==> src/rtl/wbc_pkg.sv <==
`timescale 1ns/1ps
package wbc_pkg;
    typedef enum logic [1:0] {
        POL_RANDOM     = 2'b00,
        POL_FIFO       = 2'b01,
        POL_RECENT     = 2'b10,
        POL_RANDOM_ALT = 2'b11
    } repl_mode_e;

    typedef enum logic [1:0] {
        ST_LOOKUP    = 2'b00,
        ST_WRITEBACK = 2'b01,
        ST_REFILL    = 2'b10
    } ctrl_state_e;
endpackage

==> src/rtl/wbc_tag_match.sv <==
`timescale 1ns/1ps
module wbc_tag_match #(
    parameter int WAYS     = 2,
    parameter int TAG_BITS = 27,
    localparam int WW      = (WAYS > 1) ? $clog2(WAYS) : 1
) (
    input  logic [WAYS-1:0]               line_valid,
    input  logic [WAYS-1:0][TAG_BITS-1:0] line_tag,
    input  logic [TAG_BITS-1:0]           probe_tag,
    output logic                          hit,
    output logic [WW-1:0]                 hit_way
);
    logic [WAYS-1:0] match;

    for (genvar w = 0; w < WAYS; w++) begin : g_cmp
        assign match[w] = line_valid[w] && (line_tag[w] == probe_tag);
    end

    always_comb begin
        hit     = |match;
        hit_way = '0;
        for (int w = WAYS - 1; w >= 0; w--) begin
            if (match[w]) hit_way = WW'(w);
        end
    end
endmodule

==> src/rtl/wbc_victim_pick.sv <==
`timescale 1ns/1ps
module wbc_victim_pick
    import wbc_pkg::*;
#(
    parameter int WAYS = 2,
    localparam int WW  = (WAYS > 1) ? $clog2(WAYS) : 1
) (
    input  logic [WAYS-1:0] line_valid,
    input  logic [1:0]      mode,
    input  logic [WW-1:0]   rnd_way,
    input  logic [WW-1:0]   fifo_way,
    input  logic            lru_bit,
    output logic [WW-1:0]   victim
);
    if (WAYS == 1) begin : g_direct
        logic unused_pick_inputs;
        assign unused_pick_inputs = ^{line_valid, mode, rnd_way, fifo_way, lru_bit};
        assign victim = '0;
    end else begin : g_assoc
        logic [WW-1:0] policy_way;
        logic          found;
        always_comb begin
            unique case (repl_mode_e'(mode))
                POL_FIFO:   policy_way = fifo_way;
                POL_RECENT: policy_way = (WAYS == 2) ? WW'(lru_bit) : fifo_way;
                default:    policy_way = rnd_way;
            endcase
            victim = policy_way;
            found  = 1'b0;
            for (int w = 0; w < WAYS; w++) begin
                if (!found && !line_valid[w]) begin
                    victim = WW'(w);
                    found  = 1'b1;
                end
            end
        end
    end
endmodule

==> src/rtl/wbc_cache_ctrl.sv <==
`timescale 1ns/1ps
module wbc_cache_ctrl
    import wbc_pkg::*;
#(
    parameter int WAYS     = 2,
    parameter int SET_BITS = 2,
    parameter int OFF_BITS = 3,
    localparam int SETS     = 1 << SET_BITS,
    localparam int WORDS    = 1 << (OFF_BITS - 2),
    localparam int BLK      = 32 * WORDS,
    localparam int TAG_BITS = 32 - SET_BITS - OFF_BITS,
    localparam int WW       = (WAYS > 1) ? $clog2(WAYS) : 1,
    localparam int WDW      = (WORDS > 1) ? $clog2(WORDS) : 1
) (
    input  logic            clk,
    input  logic            rst_n,
    input  logic [1:0]      repl_mode,
    input  logic            req_valid,
    input  logic            req_write,
    input  logic [31:0]     req_addr,
    input  logic [31:0]     req_wdata,
    output logic            req_stall,
    output logic [31:0]     req_rdata,
    output logic            evict_valid,
    output logic [31:0]     evict_addr,
    output logic [BLK-1:0]  evict_data,
    output logic            mem_rd_req,
    output logic [31:0]     mem_rd_addr,
    input  logic            mem_rd_valid,
    input  logic [BLK-1:0]  mem_rd_data
);
    typedef struct packed {
        ctrl_state_e                              st;
        logic [TAG_BITS-1:0]                      mtag;
        logic [SET_BITS-1:0]                      mset;
        logic [WW-1:0]                            vic;
        logic [WW-1:0]                            rnd;
        logic [SETS-1:0][WW-1:0]                  fifo;
        logic [SETS-1:0]                          lru;
        logic [SETS-1:0][WAYS-1:0]                valid;
        logic [SETS-1:0][WAYS-1:0]                dirty;
        logic [SETS-1:0][WAYS-1:0][TAG_BITS-1:0]  tag;
        logic [SETS-1:0][WAYS-1:0][WORDS-1:0][31:0] data;
    } regs_t;

    regs_t s_d, s_q;

    logic [TAG_BITS-1:0] a_tag;
    logic [SET_BITS-1:0] a_set;
    logic [WDW-1:0]      a_word;
    logic                hit;
    logic [WW-1:0]       hit_way;
    logic [WW-1:0]       vic_way;
    logic                unused_byte_bits;

    assign a_tag  = req_addr[31 -: TAG_BITS];
    assign a_set  = req_addr[OFF_BITS +: SET_BITS];
    assign a_word = req_addr[2 +: WDW];
    assign unused_byte_bits = ^req_addr[1:0];

    wbc_tag_match #(.WAYS(WAYS), .TAG_BITS(TAG_BITS)) u_match (
        .line_valid (s_q.valid[a_set]),
        .line_tag   (s_q.tag[a_set]),
        .probe_tag  (a_tag),
        .hit        (hit),
        .hit_way    (hit_way)
    );

    wbc_victim_pick #(.WAYS(WAYS)) u_pick (
        .line_valid (s_q.valid[a_set]),
        .mode       (repl_mode),
        .rnd_way    (s_q.rnd),
        .fifo_way   (s_q.fifo[a_set]),
        .lru_bit    (s_q.lru[a_set]),
        .victim     (vic_way)
    );

    assign req_rdata   = s_q.data[a_set][hit_way][a_word];
    assign evict_addr  = {s_q.tag[s_q.mset][s_q.vic], s_q.mset, {OFF_BITS{1'b0}}};
    assign evict_data  = s_q.data[s_q.mset][s_q.vic];
    assign mem_rd_addr = {s_q.mtag, s_q.mset, {OFF_BITS{1'b0}}};

    always_comb begin
        s_d         = s_q;
        s_d.rnd     = (s_q.rnd == WW'(WAYS - 1)) ? '0 : s_q.rnd + 1'b1;
        req_stall   = 1'b1;
        evict_valid = 1'b0;
        mem_rd_req  = 1'b0;
        unique case (s_q.st)
            ST_LOOKUP: begin
                req_stall = req_valid && !hit;
                if (req_valid && hit) begin
                    if (req_write) begin
                        s_d.data[a_set][hit_way][a_word] = req_wdata;
                        s_d.dirty[a_set][hit_way]        = 1'b1;
                    end
                    s_d.lru[a_set] = ~hit_way[0];
                end else if (req_valid) begin
                    s_d.mtag = a_tag;
                    s_d.mset = a_set;
                    s_d.vic  = vic_way;
                    s_d.st   = (s_q.valid[a_set][vic_way] && s_q.dirty[a_set][vic_way])
                               ? ST_WRITEBACK : ST_REFILL;
                end
            end
            ST_WRITEBACK: begin
                evict_valid = 1'b1;
                s_d.st      = ST_REFILL;
            end
            ST_REFILL: begin
                mem_rd_req = 1'b1;
                if (mem_rd_valid) begin
                    s_d.data[s_q.mset][s_q.vic]  = mem_rd_data;
                    s_d.tag[s_q.mset][s_q.vic]   = s_q.mtag;
                    s_d.valid[s_q.mset][s_q.vic] = 1'b1;
                    s_d.dirty[s_q.mset][s_q.vic] = 1'b0;
                    s_d.fifo[s_q.mset] = (s_q.fifo[s_q.mset] == WW'(WAYS - 1))
                                         ? '0 : s_q.fifo[s_q.mset] + 1'b1;
                    s_d.lru[s_q.mset]  = ~s_q.vic[0];
                    s_d.st             = ST_LOOKUP;
                end
            end
            default: s_d.st = ST_LOOKUP;
        endcase
    end

    always_ff @(posedge clk or negedge rst_n) begin
        if (!rst_n) s_q <= '0;
        else        s_q <= s_d;
    end
endmodule

==> config.mk <==
export PLATFORM = sky130hd
export DESIGN_NAME = wbc_cache_ctrl
export DESIGN_NICKNAME = d
export VERILOG_FILES = /design/src/rtl/wbc_pkg.sv /design/src/rtl/wbc_tag_match.sv /design/src/rtl/wbc_victim_pick.sv /design/src/rtl/wbc_cache_ctrl.sv
export SDC_FILE = /design/constraint.sdc
export NUM_CORES = 2
export LEC_CHECK = 0
export CAP_MARGIN = 25
export CORE_MARGIN = 5
export CORE_UTILIZATION = 45
export CTS_CLUSTER_DIAMETER = 150
export CTS_CLUSTER_SIZE = 16
export DETAILED_ROUTE_END_ITERATION = 12
export PLACE_DENSITY = 0.66
export SLEW_MARGIN = 20
export SYNTH_ARGS = -nofsm -noshare
export SYNTH_HDL_FRONTEND = slang
export SYNTH_SLANG_ARGS = --single-unit
==> constraint.sdc <==
create_clock -name clk -period 4.8 [get_ports clk]
set_clock_uncertainty 0.1 [all_clocks]
set_input_delay 0.96 -clock clk [delete_from_list [all_inputs] [get_ports clk]]
set_output_delay 0.96 -clock clk [all_outputs]
set_load 0.005 [all_outputs]
==> flow_summary.yaml <==
status:
  status: "finished with violations"
  violations: "setup timing"
power_and_ir_drop:
  p_total_uw: 28400
  leakage_uw: 0.0230
  peakVddDrop_uv: 454
  power.density_nw_per_um2: 519
synth:
  synthMuxAreaShare_pct: 39.6
  ys_warn_count: 0
  postSynth.asyncResetShare_pct: 100
  synth-main-ff-cell: "dfrtp_1"
  syn_avg_cell_area_um2: 12.1
  synth_seq_area_share_pct: 41.8
  netlist_area_um2: 47000
  synth-seq-cells: 785
  synthSimpleGateAreaFrac_pct: 6.48
  synth_cell_types: 61
  synth-compound-area-share_pct: 6.73
  synth-edff-count: 0
  synthAdderAreaFrac_pct: 0.0532
  synth_top_family_by_area: "multiplexers"
  syn_inst: 3901
  synth_xor_area_share_pct: 0.987
critical_path:
  crit_path_max_fanout: 7
  crit_arrival_ps: 4120
  r2r_end: "s_q[184]"
  timing.critical_path.mode_cell: "buf_12"
  crit_required_ps: 3740
  critical_path_class: "input port to output pin"
  slowest_stage: "or4_4"
  r2r-start: "s_q[618]"
  crit_chain: "buf_16 -> mux4_2 -> xnor2_2 -> buf_4 -> nand4_1 -> or4_4 -> nor4b_4 -> buf_12 -> buf_12 -> buf_12 -> mux4_2 -> buf_2"
  r2r_slack_ps: 810
  end_kind: "output pin"
  slowest_delay_ps: 540
  ff2ff_path_depth: 14
  cp-start-kind: "input port"
layout:
  nets: 4225
  mostFrequentLayoutCells: "mux2_2 (782), dfrtp_1 (782), nand2_1 (594)"
  layout-drive-gt1-share_pct: 39.4
  final_util_pct: 52.8
  area.growth.synth_to_final_pct: 16.3
  fillers: 8779
detailed_routing:
  drc: 0
  dr.pass1.iters: 7
  ant_nets: 0
  via_per_inst: 6.54
  wl_per_cell_um: 30.2
  vias: 35885
  drt-initial-drc-count: 4239
  wl_um: 166000
global_route:
  grt_max_degree: 98
  overflow: 0
  grt_pass1_wl_um: 247000
  grt_usage_pct: 29.3
  grt_pass1_vias: 36481
  antenna_found_initial: 17
job:
  maxCapViolCount: 0
sta:
  fmax_mhz: 193
  tightest_slew_ps: 1100
  fin_crit_ps: 5180
  setup_slack_ps: -382
  drv_slew: 0
  rsz0062_at_grt: "yes"
  setup_violations: 32
  slew_headroom_pct: 26.6
  fin_tns_setup_ps: -10420
  fin_crit_sh_pct: 108
  hold_viol_final: 0
hold_path:
  hp-class: "input port to asynchronous set/reset pin"
floorplanning:
  dieArea_um2: 111000
  fp.dieH_um: 333
  pin_count: 298
  rows: 118
  coreArea_um2: 104000
  die_w_um: 333
  start_util_pct: 45.4
clock_network:
  clkLatencyLatePin_ps: 700
  clkSlewWorstSetupHoldPaths_ps: 80
  cts_tree: "built"
  clockBufferDepth: 3
  cts_buffers: 55
  h-tree-depth: 2
  clock-sinks: 785
  cts_root_buf: "clkbuf_16"
place:
  dp_hpwl_um: 103000
  gp_congestion: 0.884
  numPortBuffers: 289
worst max-delay path: cells and delay by family:
family                    cells  cell delay (ps)
muxes                         2             1050
and+or+nand+nor               3              980
buffers and inverters         6              890
xor gates and xnor gates      1              220
per-layer routing:
| layer | share of wire [%] | global-route usage, % | vias up | routed length [µm] |
|---|---|---|---|---|
| li1 | - | - | 14641 | - |
| met1 | 39 | 40.2 | 18798 | 65500 |
| met2 | 47 | 45.9 | 2022 | 77400 |
| met3 | 9.3 | 5.63 | 420 | 15400 |
| met4 | 4.6 | 12.4 | 4 | 7620 |
| met5 | 0.013 | 0 | - | 21 |
report_power, final:
part	switching (µW)	internal, µW	leakage [µW]
sequential	2150	8710	0.0104
clock	2480	2060	0.000713
combinational	5940	7070	0.0119
final cells by class:
cell class / count / area [µm²] / share of cell area [%]
multi-input combinational: 2666 / 25700 / 47.0
timing repair buffer: 563 / 6070 / 11.1
clock buffer: 58 / 1390 / 2.54
tap: 1380 / 1730 / 3.16
antenna: 15 / 37.5 / 0.0686
clock inverter: 4 / 65.1 / 0.119
inverter: 17 / 66.3 / 0.121
sequential: 785 / 19700 / 35.9
cell families after synthesis:
group,after synthesis
AOI/OAI and AO/OA,597
muxes,1271
DFF,785
xor gates and xnor gates,53
other,1
and+or+nand+nor,737
buffers and inverters,455
adders and majority gates,2
registers in the layout, summed over array words and instances, names as in the netlist:
name         count
mem_rd_addr     27
s_q            756
evict_addr       2
timing repair:
action | in CTS | in global routing
endpoints found under the setup margin | 33 | 33
hold buffers | 0 | 0
pin swaps | 4 | 2
gates resized for setup | 153 | 9
cloned | 1 | 0
setup buffers | 10 | 1
worst max path at each step:
stage / endpoint / start / slack (ps)
detailed placement: req_rdata[22] / req_addr[3] / -860
floorplan: req_rdata[0] / req_addr[3] / 1
finish: req_rdata[5] / req_addr[3] / -380
global placement: req_rdata[20] / req_addr[3] / -910
CTS: req_rdata[22] / s_q[618] / -370
global route: req_rdata[20] / req_addr[3] / -450
synth_stat cells (3+ instances only):
cell type    n  share of area (%)
a21oi_1     10               0.11
a21oi_2      7               0.13
a31oi_1      3              0.040
and2_1       3              0.040
and3_1       3              0.040
buf_1       90               0.72
buf_2       42               0.45
buf_4       58               0.93
buf_6       10               0.24
clkbuf_1   238                1.9
dfrtp_1    785                 42
inv_1       16               0.13
mux2_1      69                1.7
mux2_2     782                 19
mux2i_1     32               0.68
mux4_2     388                 19
nand2_1    595                4.7
nand2b_1     7              0.093
nand3_1     20               0.21
nand4_1     25               0.33
nor2_1      25               0.20
nor2b_1      8               0.11
nor3_1      19               0.20
o21a_1       3              0.048
o21ai_0    529                5.6
o21ai_1      8              0.085
o22ai_1      5              0.066
o31ai_1      3              0.048
o32ai_1      5              0.093
or2_2        9               0.12
or3_1        7              0.093
or4_1        5              0.080
xnor2_1     50               0.93
xor2_1       3              0.056
per-stage QoR:
stage / setup WS (ps) / instances / instance area, µm² / hold slack [ps]
after floorplan: 1.29 / 3906 / 47200 / 295
after global placement: -907 / 5398 / 53000 / 307
after detailed placement: -856 / 5398 / 53000 / 322
after CTS: -369 / 5471 / 54600 / 234
after global routing: -448 / 5480 / 54700 / 252
final: -382 / 5488 / 54700 / 191
No activity file was read; power rests on OpenSTA's default activity.
